<file path="config.mk">
export PLATFORM = sky130hd
export DESIGN_NAME = exc_entry_seq
export DESIGN_NICKNAME = d
export VERILOG_FILES = /design/src/rtl/exc_seq_pkg.sv /design/src/rtl/exc_arbiter.sv /design/src/rtl/exc_target.sv /design/src/rtl/exc_entry_seq.sv
export SDC_FILE = /design/constraint.sdc
export NUM_CORES = 1
export LEC_CHECK = 0
export BUFFER_PORTS_ARGS = -buffer_cell sky130_fd_sc_hd__buf_2
export CAP_MARGIN = 20
export CORE_ASPECT_RATIO = 0.8
export CORE_UTILIZATION = 45
export CTS_CLUSTER_SIZE = 16
export DETAILED_ROUTE_END_ITERATION = 6
export HOLD_SLACK_MARGIN = 0.15
export PLACE_DENSITY = 0.83
export SKIP_CTS_REPAIR_TIMING = 1
export SLEW_MARGIN = 20
export SYNTH_ARGS = -nofsm -noshare
export SYNTH_HDL_FRONTEND = slang
export SYNTH_SLANG_ARGS = --single-unit
</file>
<file path="constraint.sdc">
create_clock -name clk -period 1.2 [get_ports clk]
set_input_delay 0.06 -clock clk [delete_from_list [all_inputs] [get_ports clk]]
set_output_delay 0.06 -clock clk [all_outputs]
set_load 0.01 [all_outputs]
</file>
<file path="src/rtl/exc_seq_pkg.sv">
package exc_seq_pkg;
   localparam int SR_FD        = 15;
   localparam int SR_BL        = 28;
   localparam int SR_RB        = 29;
   localparam int SR_MD        = 30;
   localparam int SR_IMASK_LSB = 4;

   localparam logic [31:0] RESET_PC = 32'hA000_0000;
   localparam logic [31:0] OFS_GEN  = 32'h0000_0100;
   localparam logic [31:0] OFS_TLB  = 32'h0000_0400;
   localparam logic [31:0] OFS_IRQ  = 32'h0000_0600;

   localparam logic [11:0] C_POWERON  = 12'h000;
   localparam logic [11:0] C_MANUAL   = 12'h020;
   localparam logic [11:0] C_MULTIHIT = 12'h140;
   localparam logic [11:0] C_TLB_RD   = 12'h040;
   localparam logic [11:0] C_TLB_WR   = 12'h060;
   localparam logic [11:0] C_TRAP     = 12'h160;
   localparam logic [11:0] C_BREAK    = 12'h1E0;

   typedef enum logic [1:0] {EV_NONE, EV_EXC, EV_IRQ} ev_kind_e;
   typedef enum logic [1:0] {CL_RESET, CL_TLBMISS, CL_TRAP, CL_GENERAL} ev_class_e;
endpackage

</file>
<file path="src/rtl/exc_arbiter.sv">
module exc_arbiter
   import exc_seq_pkg::*;
#(
   parameter int CODE_W = 12,
   parameter int LVL_W  = 4
) (
   input  logic              req,
   input  logic              exc_pend,
   input  logic [CODE_W-1:0] exc_code,
   input  logic              irq_pend,
   input  logic [LVL_W-1:0]  irq_lvl,
   input  logic [LVL_W-1:0]  imask,
   input  logic              blocked,
   input  logic              sleep_in,
   output ev_kind_e          kind,
   output logic [CODE_W-1:0] eff_code
);
   logic irq_ok;

   always_comb begin
      irq_ok   = irq_pend && (irq_lvl > imask) && (!blocked || sleep_in);
      kind     = EV_NONE;
      eff_code = exc_code;
      if (req && exc_pend) begin
         kind = EV_EXC;
         if (blocked && exc_code != CODE_W'(C_BREAK))
            eff_code = CODE_W'(C_POWERON);
      end else if (req && irq_ok) begin
         kind = EV_IRQ;
      end
   end
endmodule

</file>
<file path="src/rtl/exc_target.sv">
module exc_target
   import exc_seq_pkg::*;
#(
   parameter int XLEN        = 32,
   parameter int CODE_W      = 12,
   parameter int SLOT_W      = 3,
   parameter int LVL_W       = 4,
   parameter int INSN_BYTES  = 2,
   parameter bit REWIND_SLOT = 1'b1
) (
   input  ev_kind_e          kind,
   input  logic [CODE_W-1:0] code,
   input  logic [XLEN-1:0]   sr_in,
   input  logic [XLEN-1:0]   vbr_in,
   input  logic [XLEN-1:0]   pc_in,
   input  logic [SLOT_W-1:0] slot_in,
   output logic [XLEN-1:0]   new_sr,
   output logic [XLEN-1:0]   new_spc,
   output logic [XLEN-1:0]   new_pc
);
   localparam logic [XLEN-1:0] STEP = XLEN'(INSN_BYTES);

   logic [XLEN-1:0] rewound;
   logic [XLEN-1:0] base_spc;
   ev_class_e       cls;

   generate
      if (REWIND_SLOT) begin : g_rewind
         assign rewound = pc_in - STEP;
      end else begin : g_keep
         assign rewound = pc_in;
      end
   endgenerate

   always_comb begin
      if (code == CODE_W'(C_POWERON) || code == CODE_W'(C_MANUAL) ||
          code == CODE_W'(C_MULTIHIT))
         cls = CL_RESET;
      else if (code == CODE_W'(C_TLB_RD) || code == CODE_W'(C_TLB_WR))
         cls = CL_TLBMISS;
      else if (code == CODE_W'(C_TRAP))
         cls = CL_TRAP;
      else
         cls = CL_GENERAL;
   end

   always_comb begin
      base_spc = (|slot_in) ? rewound : pc_in;
      new_sr   = sr_in;
      new_sr[SR_BL] = 1'b1;
      new_sr[SR_RB] = 1'b1;
      new_sr[SR_MD] = 1'b1;
      new_spc  = base_spc;
      new_pc   = vbr_in + XLEN'(OFS_GEN);
      if (kind == EV_IRQ) begin
         new_pc = vbr_in + XLEN'(OFS_IRQ);
      end else begin
         case (cls)
            CL_RESET: begin
               new_sr[SR_FD] = 1'b0;
               new_sr[SR_IMASK_LSB +: LVL_W] = '1;
               new_pc = XLEN'(RESET_PC);
            end
            CL_TLBMISS: new_pc  = vbr_in + XLEN'(OFS_TLB);
            CL_TRAP:    new_spc = base_spc + STEP;
            default:    ;
         endcase
      end
   end
endmodule

</file>
<file path="src/rtl/exc_entry_seq.sv">
module exc_entry_seq
   import exc_seq_pkg::*;
#(
   parameter int XLEN        = 32,
   parameter int CODE_W      = 12,
   parameter int LVL_W       = 4,
   parameter int SLOT_W      = 3,
   parameter int INSN_BYTES  = 2,
   parameter bit REWIND_SLOT = 1'b1
) (
   input  logic              clk,
   input  logic              rst_n,
   input  logic              req,
   input  logic              exc_pend,
   input  logic [CODE_W-1:0] exc_code,
   input  logic              irq_pend,
   input  logic [LVL_W-1:0]  irq_lvl,
   input  logic [CODE_W-1:0] irq_vec,
   input  logic [XLEN-1:0]   sr_in,
   input  logic [XLEN-1:0]   vbr_in,
   input  logic [XLEN-1:0]   pc_in,
   input  logic [XLEN-1:0]   r15_in,
   input  logic [SLOT_W-1:0] slot_in,
   input  logic              sleep_in,
   output logic              ev_taken,
   output logic              ev_is_irq,
   output logic [XLEN-1:0]   saved_sr,
   output logic [XLEN-1:0]   saved_pc,
   output logic [XLEN-1:0]   saved_sp,
   output logic [CODE_W-1:0] exc_event,
   output logic [CODE_W-1:0] irq_event,
   output logic [XLEN-1:0]   sr_next,
   output logic [XLEN-1:0]   pc_next,
   output logic [SLOT_W-1:0] slot_flags
);
   generate
      if (XLEN < 32) begin : g_bad_xlen
         $error("exc_entry_seq: XLEN must cover status bit 30 and the reset PC");
      end
      if (CODE_W < 9) begin : g_bad_code
         $error("exc_entry_seq: CODE_W too narrow for event codes");
      end
      if (SR_IMASK_LSB + LVL_W > SR_FD) begin : g_bad_lvl
         $error("exc_entry_seq: mask field overlaps other status bits");
      end
      if (SLOT_W < 1 || INSN_BYTES < 1) begin : g_bad_slot
         $error("exc_entry_seq: SLOT_W and INSN_BYTES must be positive");
      end
   endgenerate

   ev_kind_e          kind;
   logic [CODE_W-1:0] eff_code;
   logic [XLEN-1:0]   new_sr, new_spc, new_pc;

   exc_arbiter #(.CODE_W(CODE_W), .LVL_W(LVL_W)) u_arb (
      .req      (req),
      .exc_pend (exc_pend),
      .exc_code (exc_code),
      .irq_pend (irq_pend),
      .irq_lvl  (irq_lvl),
      .imask    (sr_in[SR_IMASK_LSB +: LVL_W]),
      .blocked  (sr_in[SR_BL]),
      .sleep_in (sleep_in),
      .kind     (kind),
      .eff_code (eff_code)
   );

   exc_target #(
      .XLEN(XLEN), .CODE_W(CODE_W), .SLOT_W(SLOT_W), .LVL_W(LVL_W),
      .INSN_BYTES(INSN_BYTES), .REWIND_SLOT(REWIND_SLOT)
   ) u_tgt (
      .kind    (kind),
      .code    (eff_code),
      .sr_in   (sr_in),
      .vbr_in  (vbr_in),
      .pc_in   (pc_in),
      .slot_in (slot_in),
      .new_sr  (new_sr),
      .new_spc (new_spc),
      .new_pc  (new_pc)
   );

   always_ff @(posedge clk or negedge rst_n) begin
      if (!rst_n) begin
         ev_taken   <= 1'b0;
         ev_is_irq  <= 1'b0;
         saved_sr   <= '0;
         saved_pc   <= '0;
         saved_sp   <= '0;
         exc_event  <= '0;
         irq_event  <= '0;
         sr_next    <= '0;
         pc_next    <= '0;
         slot_flags <= '0;
      end else begin
         ev_taken   <= (kind != EV_NONE);
         slot_flags <= (kind != EV_NONE) ? '0 : slot_in;
         if (kind != EV_NONE) begin
            ev_is_irq <= (kind == EV_IRQ);
            saved_sr  <= sr_in;
            saved_pc  <= new_spc;
            saved_sp  <= r15_in;
            sr_next   <= new_sr;
            pc_next   <= new_pc;
         end
         if (kind == EV_EXC) exc_event <= eff_code;
         if (kind == EV_IRQ) irq_event <= irq_vec;
      end
   end
endmodule

</file>
==> After elaboration in Yosys (flattened, before gate mapping) <==
Cells that the tools add are included.
{ "classes": {"order_cmp": 1, "n_reduce_logical": 14, "add_sub_neg": 5, "muxes": 17, "eq_ne": 10} }
{ "op_table": {"columns": ["op", "count"], "rows": [
  ["$mux 32", 4],
  ["$add 32x11->32 const B", 2],
  ["$pmux 32 s2", 1],
  ["$add 32x2->32 const B", 1],
  ["$add 32x9->32 const B", 1],
  ["$sub 32x2->32 const B", 1],
  ["$eq 12x7->1 const B", 2],
  ["$eq 12x9->1 const B", 2],
  ["$mux 12", 2],
  ["$eq 12x6->1 const B", 1],
  ["$logic_not 12->1", 1],
  ["$ne 12x9->1 const B", 1],
  ["$mux 2", 4],
  ["$mux 4", 2],
  ["$logic_and 1x1->1", 5],
  ["$eq 2x1->1 const B", 2],
  ["$eq 2x2->1 const B", 2],
  ["$gt 4x4->1", 1],
  ["$logic_or 1x1->1", 4],
  ["$mux 1", 3],
  ["$mux 3", 1],
  ["$reduce_or 3->1", 1],
  ["$logic_not 2->1", 1],
  ["$reduce_bool 2->1", 1],
  ["$logic_not 1->1", 1]
]} }
{ "totals": {"regBits": 189, "wordCells": 57, "input_bits": 165} }

==> Logic depth before layout (Yosys ltp) <==
{ "logic_depth": {"ltp_word": 11, "mapped_depth": 13, "mapped_depth_nobuf": 10} }

==> Hierarchy <==
From an unflattened synthesis, not the netlist that was laid out.
{ "hier_totals": {"cells_unflattened": 972, "hier_area_um2": 10877.9} }
{ "modules_own_cells": {"columns": ["module", "cells_each", "area_per_inst_um2", "instances", "seq_area_each_um2"], "rows": [
  ["exc_entry_seq", 401, 7342.0, 1, 4729.5],
  ["exc_target", 538, 3271.9, 1, 0.0],
  ["exc_arbiter", 33, 264.0, 1, 0.0]
]} }

==> Least setup slack after synthesis <==
No wires, ideal clock.
{ "synth_path": {"kind": "input to register", "from": "in pc_in[1]", "to": "reg saved_pc[30]", "slack_ns": -1.597, "arrival_ns": 2.720, "required_time_ns": 1.123, "cell_stages": 12, "path_cell_list": "clkbuf_1 > inv_1 > ha_1 > nand2b_1 > clkdlybuf4s50_2 > nor2_2 > nand4_1 > or4_4 > a211oi_4 > nand4_1 > xor2_1 > a21oi_1"} }
{ "synth_between": {"elab_chain_cells": 5} }
{ "synth_rtl": {"columns": ["element", "line_no", "source"], "rows": [
  ["from (decl)", "exc_entry_seq.sv:21", "input logic [XLEN-1:0] pc_in,"],
  ["$sub 32x2->32", "exc_target.sv:29", "assign rewound = pc_in - STEP;"],
  ["$mux 32 *", "exc_target.sv:48", "base_spc = (|slot_in) ? rewound : pc_in;"],
  ["$add 32x2->32", "exc_target.sv:65", "CL_TRAP: new_spc = base_spc + STEP;"],
  ["$mux 32", "exc_target.sv:58", "case (cls)"],
  ["$mux 32 *", "exc_target.sv:55", "if (kind == EV_IRQ) begin"],
  ["to (signal assigned)", "exc_entry_seq.sv:101", "saved_pc <= new_spc;"],
  ["to (decl)", "exc_entry_seq.sv:28", "output logic [XLEN-1:0] saved_pc,"]
]} }
Mark *: on every way between the ends. The rest lies on a longest branch, timed or not.
A chain may end at the register's enable or synchronous reset.

==> Worst setup path in the final report <==
{ "layout_path": {"from": "in slot_in[0]", "to": "reg saved_pc[7]"} }
{ "layout_between": {"elab_chain_cells": 5} }
{ "layout_rtl": {"columns": ["element", "line_no", "source"], "rows": [
  ["from (decl)", "exc_entry_seq.sv:23", "input logic [SLOT_W-1:0] slot_in,"],
  ["$reduce_or 3->1 *", "exc_target.sv:48", null],
  ["$mux 32 *", "exc_target.sv:48", null],
  ["$add 32x2->32", "exc_target.sv:65", null],
  ["$mux 32", "exc_target.sv:58", null],
  ["$mux 32 *", "exc_target.sv:55", null]
]} }
Marked as above.

==> metrics.md <==
| Metric | Value |
|---|---|
| Status | complete, but fails checks |
| Failing checks | negative setup slack |
| Initial antenna violation count | 4 |
| Synth cell types | 79 |
| Worst min path class | in2async |
| Via density | 6.055 |
| Net Count, Synth | 1,320 |
| Vias in the first global route | 10,210 |
| Die footprint | 0.02165 sq mm |
| CTS tree | built |
| First-pass GRT wire length | 51.90 mm |
| Routability Congestion | 0.9332 |
| Area growth, synth to finish | 89.20% |
| Slew margin rel. | 0.6818 |
| DPL Wire Length | 26.16 mm |
| Core Area | 0.02064 sq mm |
| Setup TNS | -70.12 ns |
| Worst setup SP type | input pin |
| Worst clock skew | 0 ns |
| Pwr Density | 1079 mW/mm^2 |
| DR vias | 13,170 |
| Port buffer count | 353 |
| Nets@finish | 2,065 |
| Wire per inst | 23.35 um |
| Crit path max fanout | 11 |
| Most used DFF post-synth | dfrtp_1 |
| Max_cap viols | 0 |
| RSZ-0062 raised after global routing | true |
| Critical Path AT | 2.69 ns |
| Die X | 164.3 um |
| Placed cells | 1,931 |
| Iter 0 DRT Violations | 1,464 |
| Combinational share of power | 0.340 |
| Sw frac | 0.3694 |
| GRT Overall Usage | 0.3057 |
| TritonCTS Buffers | 17 |
| Crit-path slowest cell | or3_4 |
| CP endpoint kind | flip-flop |
| Syn Inst Count | 1,144 |
| WP data required | 1.49 ns |
| Synthesized area | 0.009479 sq mm |
| Synth warnings | 0 |
| CP Buf/Inv Count | 3 |
| DR DRC count | 0 |
| Clk slew on worst S/H paths | 0.08 ns |
| Slew Limit Fails | 0 |
| Critical path class | in2reg |
| Post-synth EDFFs | 0 |
| Final worst slack | -1.201 ns |
| Most common cell in the netlist | nand2_1 |
| Seq/Total Area, Yosys | 0.4303 |
| Yosys reg bits | 163 |
| Flop pwr share | 0.367 |
| Top cell by count, worst path | buf_6 |
| Pre-antenna DRT Iters | 6 |
| Flip-flop and latch area | 0.004079 sq mm |
| Initial Util | 0.4592 |
| H-tree Lvls | 4 |
| DRT Wirelength | 50.78 mm |
| Pleak | 8.859 nW |
| Min Tclk post-route | 2.401 ns |
| Largest net degree at the start of global routing | 56 |
| Share of the synthesized area in the top cell type | 0.4303 |
| Die span in y | 131.8 um |
| Fin Hold WS | 0.08703 ns |
| Multi-input logic area | 0.006274 sq mm |
| Asr flop ratio synth | 1.000 |
| Slowest Stage Delay on Critical Path | 0.47 ns |
| Fmax | 416.5 MHz |
| Post-route antenna net violation count | 0 |
| Clock Path Buffers | 2 |
| Psw | 0.007150 W |
| Layout cells sized above 1 | 0.5237 |
| Final period util | 2.001 |
| Internal power contribution | 0.01221 W |
| Finished Layout Cells | 2,175 |
| Clk root buf | clkbuf_16 |
| Setup violations, final | 146 |
| Ports | 354 |
| Cell family with most CP delay | compound AO/OA/AOI/OAI gates |
| Fillcell total | 957 |
| Cell taking the most area after synthesis | dfrtp_1 |
| Clk Latency, worst-skew pair | 0.44 ns |
| GRT overflow | 0 |
| Least-Margin Pin Slew | 0.4733 ns |
| Clk network pwr share | 0.293 |
| Ranking of synthesized cells by area | dfrtp_1, nand2_1, o21ai_0, xnor2_1, xor2_1 |
| FP Rows | 47 |
| Avg Inst Size Synth | 8.286 sq um |
| Worst vdd ir | 0.9910 mV |
| Critical-path cell list | buf_2 > or3_4 > a21oi_4 > ha_4 > o221a_4 > buf_6 > buf_6 > nor3b_4 > a211oi_2 > a31oi_2 > xor2_1 > o21ai_1 |
| Util after Layout | 0.8689 |
| Final hold vios | 0 |
| Top cells by instance count after synthesis | nand2_1, dfrtp_1, nor2_1, o21ai_0, clkbuf_1 |
| CTS sink cnt | 163 |
layout by cell type, fill, tap and decap left out, drive strengths merged, types with 13 or more instances in the layout:
cell	n
and3	16
o21ai	62
a31oi	13
nor4	16
dlygate4sd3	126
xnor2	34
nor3	22
clkbuf	40
nand3	38
xor2	34
inv	25
nand4	19
dfrtp	163
mux2i	13
nor2	69
buf	670
nand2	339
a21oi	37
kinds of logic after synthesis:
| group | count (synthesis) | share of synthesized area |
|---|---|---|
| muxes | 14 | 0.01491 |
| DFF | 163 | 0.4303 |
| and+or+nand+nor | 579 | 0.2777 |
| buffers and inverters | 114 | 0.06164 |
| AOI/OAI and AO/OA | 195 | 0.1381 |
| xor gates and xnor gates | 68 | 0.06283 |
| adders and majority gates | 11 | 0.01452 |
final timing paths:
check / startpoint / endpoint / slack [ns] / depth (start not counted)
max in group asynchronous: rst_n / pc_next[14] / 0.44 / 3
setup reg to reg: sr_next[30] / sr_next[30] / 0.27 / 1
hold reg to reg: irq_event[8] / irq_event[8] / 0.47 / 2
setup / recovery: slot_in[0] / saved_pc[7] / -1.20 / 12
hold / removal: rst_n / saved_sr[13] / 0.09 / 2
min in group clk: vbr_in[25] / pc_next[25] / 0.10 / 5
sequential cells by signal, summed over array words and instances, names as in the netlist:
name / cells
saved_pc: 32
saved_sp: 32
irq_event: 12
sr_next: 6
saved_sr: 32
ev_is_irq: 1
exc_event: 12
ev_taken: 1
pc_next: 32
slot_flags: 3
layer usage:
metal | up-vias | routed length (um) | GRT usage | part of all wire
met5 | - | 13 | 0 | 0.00026
met4 | 2 | 4102 | 0.1214 | 0.081
met3 | 400 | 5768 | 0.06889 | 0.11
met2 | 1142 | 23440 | 0.4991 | 0.46
met1 | 6202 | 17460 | 0.3916 | 0.34
li1 | 5423 | - | - | -
power by group through the flow:
stage,sequential [W],combinational (W),clock [W]
final,0.00710,0.00659,0.00566
after global routing,0.00717,0.00694,0.00584
after CTS,0.00694,0.00473,0.00554
after detailed placement,0.00703,0.00471,0
after global placement,0.00700,0.00458,0
after floorplan,0.00744,0.00195,0
final cells by class:
class,instances,share of cell area
multi-input combinational,867,0.3498
clock inverter,14,0.009209
tap,269,0.01877
clock buffer,18,0.02393
sequential,163,0.2274
timing repair buffer,818,0.3647
antenna,4,0.0005581
inverter,22,0.005581
through the flow:
step / instance area [sq um] / setup WS (ns) / power [W]
after detailed placement: 13590 / -1.438 / 0.01174
after CTS: 14190 / -0.9855 / 0.01721
after global routing: 17920 / -1.254 / 0.01994
after global placement: 13590 / -1.398 / 0.01158
final: 17930 / -1.201 / 0.01936
after floorplan: 10200 / -1.342 / 0.009396
Power figures use the tool's default switching activity.
